`config.mk`:
```
export PLATFORM = sky130hd
export DESIGN_NAME = scanline_irq_counter
export DESIGN_NICKNAME = d
export VERILOG_FILES = /design/src/rtl/scirq_pkg.sv /design/src/rtl/scirq_decode.sv /design/src/rtl/scirq_line_gate.sv /design/src/rtl/scirq_counter.sv /design/src/rtl/scanline_irq_counter.sv
export SDC_FILE = /design/constraint.sdc
export NUM_CORES = 1
export LEC_CHECK = 0
export CAP_MARGIN = 0
export CORE_MARGIN = 2
export CORE_UTILIZATION = 46
export DETAILED_ROUTE_END_ITERATION = 7
export GPL_TIMING_DRIVEN = 0
export PLACE_DENSITY = 0.88
export SYNTH_ARGS = -nofsm -noshare
export SYNTH_HDL_FRONTEND = slang
export SYNTH_SLANG_ARGS = --single-unit
```
`constraint.sdc`:
```
create_clock -name clk_i -period 3.22 [get_ports clk_i]
set_input_delay 0.322 -clock clk_i [delete_from_list [all_inputs] [get_ports clk_i]]
set_output_delay 0.322 -clock clk_i [all_outputs]
set_load 0.02 [all_outputs]
```
`src/rtl/scirq_pkg.sv`:
```
package scirq_pkg;
  typedef logic [15:0] addr_t;

  typedef enum logic [1:0] {
    OP_NONE,
    OP_DISABLE,
    OP_ENABLE,
    OP_RELOAD
  } wr_op_e;

  localparam addr_t ADDR_MASK  = 16'hF007;
  localparam addr_t ADDR_DIS   = 16'hC002;
  localparam addr_t ADDR_ENA   = 16'hC003;
  localparam addr_t ADDR_RLD   = 16'hC005;
endpackage

```
`src/rtl/scirq_decode.sv`:
```
module scirq_decode
  import scirq_pkg::*;
(
  input  logic   wr_en_i,
  input  addr_t  wr_addr_i,
  output wr_op_e op_o
);
  addr_t masked;
  assign masked = wr_addr_i & ADDR_MASK;

  always_comb begin
    op_o = OP_NONE;
    if (wr_en_i) begin
      case (masked)
        ADDR_DIS: op_o = OP_DISABLE;
        ADDR_ENA: op_o = OP_ENABLE;
        ADDR_RLD: op_o = OP_RELOAD;
        default:  op_o = OP_NONE;
      endcase
    end
  end
endmodule

```
`src/rtl/scirq_line_gate.sv`:
```
module scirq_line_gate #(
  parameter int LINE_W    = 9,
  parameter int LAST_LINE = 239
) (
  input  logic              line_pulse_i,
  input  logic [LINE_W-1:0] line_num_i,
  input  logic              render_en_i,
  output logic              count_o
);
  localparam logic [LINE_W-1:0] LastLine = LINE_W'(LAST_LINE);

  assign count_o = line_pulse_i && render_en_i && (line_num_i <= LastLine);
endmodule

```
`src/rtl/scirq_counter.sv`:
```
module scirq_counter
  import scirq_pkg::*;
#(
  parameter int CNT_W = 8
) (
  input  logic             clk_i,
  input  logic             rst_ni,
  input  wr_op_e           op_i,
  input  logic [CNT_W-1:0] data_i,
  input  logic             step_i,
  output logic             irq_o,
  output logic [CNT_W-1:0] cnt_o,
  output logic [CNT_W-1:0] latch_o
);
  logic             en_q, pend_q, irq_q;
  logic [CNT_W-1:0] cnt_q, latch_q;
  logic [CNT_W-1:0] staged, stepped;

  // load from the reload value first, then decrement without wrapping
  always_comb begin
    staged  = pend_q ? latch_q : cnt_q;
    stepped = (staged != '0) ? staged - 1'b1 : staged;
  end

  always_ff @(posedge clk_i or negedge rst_ni) begin
    if (!rst_ni) begin
      en_q    <= 1'b0;
      pend_q  <= 1'b0;
      irq_q   <= 1'b0;
      cnt_q   <= '0;
      latch_q <= '0;
    end else begin
      if (step_i) begin
        cnt_q  <= stepped;
        pend_q <= 1'b0;
        if (en_q && stepped == '0) irq_q <= 1'b1;
      end
      // writes come later in the block, so they win over the line step
      case (op_i)
        OP_DISABLE: begin
          en_q  <= 1'b0;
          irq_q <= 1'b0;
        end
        OP_ENABLE: begin
          en_q   <= 1'b1;
          pend_q <= 1'b1;
        end
        OP_RELOAD: begin
          latch_q <= data_i;
          pend_q  <= 1'b1;
        end
        default: ;
      endcase
    end
  end

  assign irq_o   = irq_q;
  assign cnt_o   = cnt_q;
  assign latch_o = latch_q;
endmodule

```
`src/rtl/scanline_irq_counter.sv`:
```
module scanline_irq_counter
  import scirq_pkg::*;
#(
  parameter int DATA_W    = 8,
  parameter int LINE_W    = 9,
  parameter int LAST_LINE = 239
) (
  input  logic              clk_i,
  input  logic              rst_ni,
  input  logic              wr_en_i,
  input  logic [15:0]       wr_addr_i,
  input  logic [DATA_W-1:0] wr_data_i,
  input  logic              line_pulse_i,
  input  logic [LINE_W-1:0] line_num_i,
  input  logic              render_en_i,
  output logic              irq_o
);
  wr_op_e            op;
  logic              step;
  logic [DATA_W-1:0] cnt_q, latch_q;

  scirq_decode u_decode (
    .wr_en_i   (wr_en_i),
    .wr_addr_i (wr_addr_i),
    .op_o      (op)
  );

  scirq_line_gate #(
    .LINE_W    (LINE_W),
    .LAST_LINE (LAST_LINE)
  ) u_gate (
    .line_pulse_i (line_pulse_i),
    .line_num_i   (line_num_i),
    .render_en_i  (render_en_i),
    .count_o      (step)
  );

  scirq_counter #(
    .CNT_W (DATA_W)
  ) u_counter (
    .clk_i   (clk_i),
    .rst_ni  (rst_ni),
    .op_i    (op),
    .data_i  (wr_data_i),
    .step_i  (step),
    .irq_o   (irq_o),
    .cnt_o   (cnt_q),
    .latch_o (latch_q)
  );
endmodule

```
# [After elaboration in Yosys (flattened, before gate mapping)]
# Cells that the tools add are included.
[word_totals] regBits=19 out_inout_bits=1 input_bits=38
[op_classes] eq_ne=6 order_cmp=1 reduce_logical=11 n_mux=10 n_addsub=1
[op_table] op="$eq A7 B7 Y1 const B" count=3
[op_table] op="$mux W8" count=2
[op_table] op="$le A9 B8 Y1 const B" count=1
[op_table] op="$logic_not A8 Y1" count=1
[op_table] op="$reduce_bool A2 Y1" count=4
[op_table] op="$reduce_bool A8 Y1" count=1
[op_table] op="$sub A8 B1 Y8 const B" count=1
[op_table] op="$pmux W2 S3" count=1
[op_table] op="$mux W1" count=5
[op_table] op="$eq A2 B2 Y1 const B" count=2
[op_table] op="$logic_and A1 B1 Y1" count=3
[op_table] op="$eq A2 B1 Y1 const B" count=1
[op_table] op="$mux W2" count=1
[op_table] op="$pmux W1 S2" count=1
[op_table] op="$reduce_and A2 Y1" count=1
[op_table] op="$reduce_or A2 Y1" count=1

# [Longest topological paths before layout]
[logic_depth] ltp_word=8 mapped_depth=9 depth_no_buf=9

# [Cells and area by module]
# From an unflattened synthesis, not the netlist that was laid out.
[unflattened] hier_cells=140 hier_area_um2=1350.0
[by_module_without_submodules] module="scirq_counter" cells_each=131 area_per_inst_um2=1272.5 instances=1
[by_module_without_submodules] module="scirq_decode" cells_each=7 area_per_inst_um2=61.3 instances=1
[by_module_without_submodules] module="scirq_line_gate" cells_each=2 area_per_inst_um2=16.3 instances=1

# [Least setup slack after synthesis]
# Ideal clock, no wire load.
[synth_timing] kind="register to register" startpoint="reg u_counter.pend_q" endpoint="reg u_counter.irq_q, in the netlist u_counter.irq_o" slack_ns=0.949 arrival_ns=2.159 path_stages_with_launch=9 n_path_buf=1 path_cell_list="dfrtp_1 > buf_2 > mux2i_1 > ha_1 > nor4bb_1 > a22oi_2 > nor2b_1 > nor2_1 > a2111oi_2"
[synth_between] elab_chain_cells=7 word_cells_on_any_way=8 cone_classes="add/sub (1); mux (2); reduce/logical (5)"
[synth_rtl] element="start, declared" line_no="scirq_counter.sv:15" source="logic en_q, pend_q, irq_q;"
[synth_rtl] element="start signal, assigned" line_no="scirq_counter.sv:28" source="pend_q <= 1'b0;"
[synth_rtl] element="start signal, assigned" line_no="scirq_counter.sv:35" source="pend_q <= 1'b0;"
[synth_rtl] element="start signal, assigned" line_no="scirq_counter.sv:46" source="pend_q <= 1'b1;"
[synth_rtl] element="$mux W8 *" line_no="scirq_counter.sv:21" source="staged = pend_q ? latch_q : cnt_q;"
[synth_rtl] element="$sub A8 B1 Y8 / $reduce_bool A8 Y1 (equally long branches)" line_no="scirq_counter.sv:22" source="stepped = (staged != '0) ? staged - 1'b1 : staged;"
[synth_rtl] element="$mux W8 *" line_no="scirq_counter.sv:22"
[synth_rtl] element="$logic_not A8 Y1 *" line_no="scirq_counter.sv:36" source="if (en_q && stepped == '0) irq_q <= 1'b1;"
[synth_rtl] element="$logic_and A1 B1 Y1 *" line_no="scirq_counter.sv:36"
[synth_rtl] element="$reduce_bool A2 Y1 (no line) *"
[synth_rtl] element="$reduce_and A2 Y1 (no line) *"
[synth_rtl] element="end signal, assigned" line_no="scirq_counter.sv:29" source="irq_q <= 1'b0;"
[synth_rtl] element="end signal, assigned" line_no="scirq_counter.sv:36"
[synth_rtl] element="end signal, assigned" line_no="scirq_counter.sv:42" source="irq_q <= 1'b0;"
[synth_rtl] element="end, declared" line_no="scirq_counter.sv:15"
# Every way passes the cells marked *; elsewhere a longest branch is shown, timed or not.
# A chain may end at the register's enable or synchronous reset.

# [Worst setup path in the final report]
# Same ends and word-level chain as after synthesis.

==> run metrics <==
Post-layout nets=199; Placed Area=0.00156 mm²; chip height=56.6 µm; CP endpoint kind=flip-flop; Total Routing Usage GR=about a fifth; grt met3 use=3.46%; kind of start point of the critical path=flip-flop; Cells after Synth=126; critical path's slowest cell=nor4bb_1; critical path cell sequence=buf_2 -> mux2i_1 -> ha_1 -> nor4bb_1 -> a22oi_2 -> nor2b_1 -> nor2_1 -> a2111oi_2; Synth area leaders=dfrtp_1, mux2_2, ha_1; RR Startpoint=u_counter.pend_q; Slew headroom=44.3%; vias in the first global route=around 1,100; 1st-pass router iterations=4; ys flop type=dfrtp_1; buffers from clock root to sink, at most=2; Crit. Startpoint=u_counter.pend_q; Critical Path RT=roughly 3.4 ns; Clk pin slew, worst setup/hold paths=between 0.1 and 0.15 ns; most frequent cell after synthesis=dfrtp_1; Rows=19; TritonCTS clock tree=yes; RSZ-0062 raised after global routing=false; crit path time final=about 2.7 ns; Post-route DRC=0; worst slew pin tran=between 0.8 and 0.9 ns; Mean Syn Cell Area=10.1 µm²; slowest cell delay on critical path=0.45 ns; Synth async-reset ratio=100%; Post-Synthesis Cell Area=0.00127 mm²; setup TNS=0 ns; clk sinks=19; post_cts resized=0; # Post-CTS Setup Buffers=0; count of final hold-check violations=0; pin count of the biggest net entering global routing=20; Worst-Skew Late Latency=about 0.32 ns; antenna viol nets, final=0; Leak=0.675 nW; total I/O pin count=39; P&R area growth vs syn=24.8%; M1 GR Usage=24.3%; Yosys top cell by area=dfrtp_1; part of the cycle the worst path needs=82.5%; n_diodes=0; pwr dens=495 mW/mm²; via/cell ratio=approximately 5.9; Worst Path Max Fanout=10; Core Area=0.00269 mm²; register area share after synthesis=between 30% and 40%; DRT Wirelength=around 2900 µm; Netlist cell types=46; Setup CP Type=reg2reg; Top Usage Layer GRT=met2; Final Slew Violations=0; total die area=between 0.003 and 0.004 mm²; Peak supply drop=0.329 mV; GPL Wtd Cong=0.890; DR WL/cell=15.5 µm; DR vias=roughly 1,100; first-pass GRT wire length=4880 µm; Yosys top cell area share=37.3%; design area=0.00159 mm²; cts hold-fix bufs=0; syn nets=approximately 170; final setup skew=a little under 0.007 ns; Final setup viols=0; H-Tree Depth=1; crit path DAT=2.87 ns; Ys Warns=0; Num CTS Buffers=3; layout cells sized above 1=about 15%; Max Fclk=0.376 GHz; maxcap violations=0; total gr overflow=0; Synth top cells by count=dfrtp_1, nand2_1, mux2_2; EDFF count, synth=0; #FFs+latches synth=19; HPWL Detailed=approximately 2300 µm; Die W=56.6 µm; 1st-iter DRT viols=24; status=finished clean; Hold Path Class=in2async; M2 GR Usage=32.1%; count of input and output buffers=25; Root Driver=clkbuf_4; initial core utilization=47.5%; initial antenna violation count=0
-- kinds of logic (layout without fill, tap and decap cells) --
family / Yosys count / in the layout / synth area share, %
compound gates: 28 / 28 / 15.9
xor+xnor: 7 / 7 / 4.81
fa+ha+maj: 5 / 5 / 4.91
buf+inv: 8 / 37 / 2.55
flops: 19 / 19 / 37.3
mux: 16 / 16 / 13.5
simple gates: 43 / 43 / 21.0
-- per-stage QoR --
stage          util [%]  setup WS [ns]  power (W)  hold WS, ns  std cells
2_1_floorplan         -          0.949   0.000558       0.0264        126
3_3_place_gp       58.2          0.760   0.000642        0.491        182
3_5_place_dp       58.2          0.628   0.000661        0.500        182
4_1_cts            59.2          0.578   0.000789        0.501        186
5_1_grt            59.2          0.401   0.000847        0.540        186
6_report           59.2          0.563   0.000788        0.466        186
-- worst max-delay path: cells and delay by family, from the launching register on --
kind / cells / cell delay (ns)
and+or+nand+nor: 3 / 0.74
buffers and inverters: 1 / 0.25
muxes: 1 / 0.32
DFF: 1 / 0.43
AOI/OAI and AO/OA: 2 / 0.57
adders and majority gates: 1 / 0.22
-- state kept, by name (all words and copies together), names as in the netlist --
register	flops
u_counter.irq_o	1
u_counter.latch_o	8
u_counter.en_q	1
u_counter.pend_q	1
u_counter.cnt_o	8
-- per-layer routing --
layer | share of wire (%) | up-vias | wire [µm]
met5 | 0 | - | 0
met1 | 42 | 511 | 1210
met3 | 6.5 | 7 | 186
met2 | 49 | 40 | 1420
met4 | 2.2 | 0 | 63
li1 | - | 535 | -
-- path summary, 6_finish.rpt --
check | to | slack (ns) | cells past startpoint
hold / removal | u_counter.latch_o[7] | 0.47 | 1
setup reg to reg | u_counter.irq_o | 0.56 | 8
hold reg to reg | u_counter.en_q | 0.54 | 1
min in group clk_i | u_counter.en_q | 0.54 | 1
max in group asynchronous | u_counter.cnt_o[6] | 2.24 | 1
setup / recovery | u_counter.irq_o | 0.56 | 8
-- layout make-up --
class / count / area [µm²]
clock buffer: 3 / 22.5
inverter: 4 / 15.0
clock inverter: 1 / 5.00
timing repair buffer: 25 / 250
tap: 31 / 38.8
sequential: 19 / 475
buffer: 4 / 17.5
multi-input combinational: 99 / 767
fill: 231 / 1090
-- layout by cell type (no fill, tap or decap), types with 2 or more instances in the layout --
cell / instances
mux2i_1: 6
clkbuf_1: 2
nor3b_1: 4
nand2_1: 11
a21oi_1: 2
mux2_2: 9
nor3_1: 4
dfrtp_1: 19
a31oi_1: 3
nand2b_1: 2
o21ai_0: 4
o21ai_1: 5
xor2_1: 2
a21o_1: 2
nor2b_1: 2
buf_2: 2
xnor2_1: 5
nor2_1: 6
clkdlybuf4s50_1: 25
clkbuf_4: 3
o211ai_1: 2
ha_1: 5
inv_1: 4
-- power by group --
| group | internal, W | total [W] | switching (W) |
|---|---|---|---|
| combinational | 0.000162 | 0.000318 | 0.000156 |
| clock | 0.0000466 | 0.000129 | 0.0000823 |
| sequential | 0.000281 | 0.000341 | 0.0000598 |
| total | 0.000490 | 0.000788 | 0.000298 |
Power figures use the tool's default switching activity.
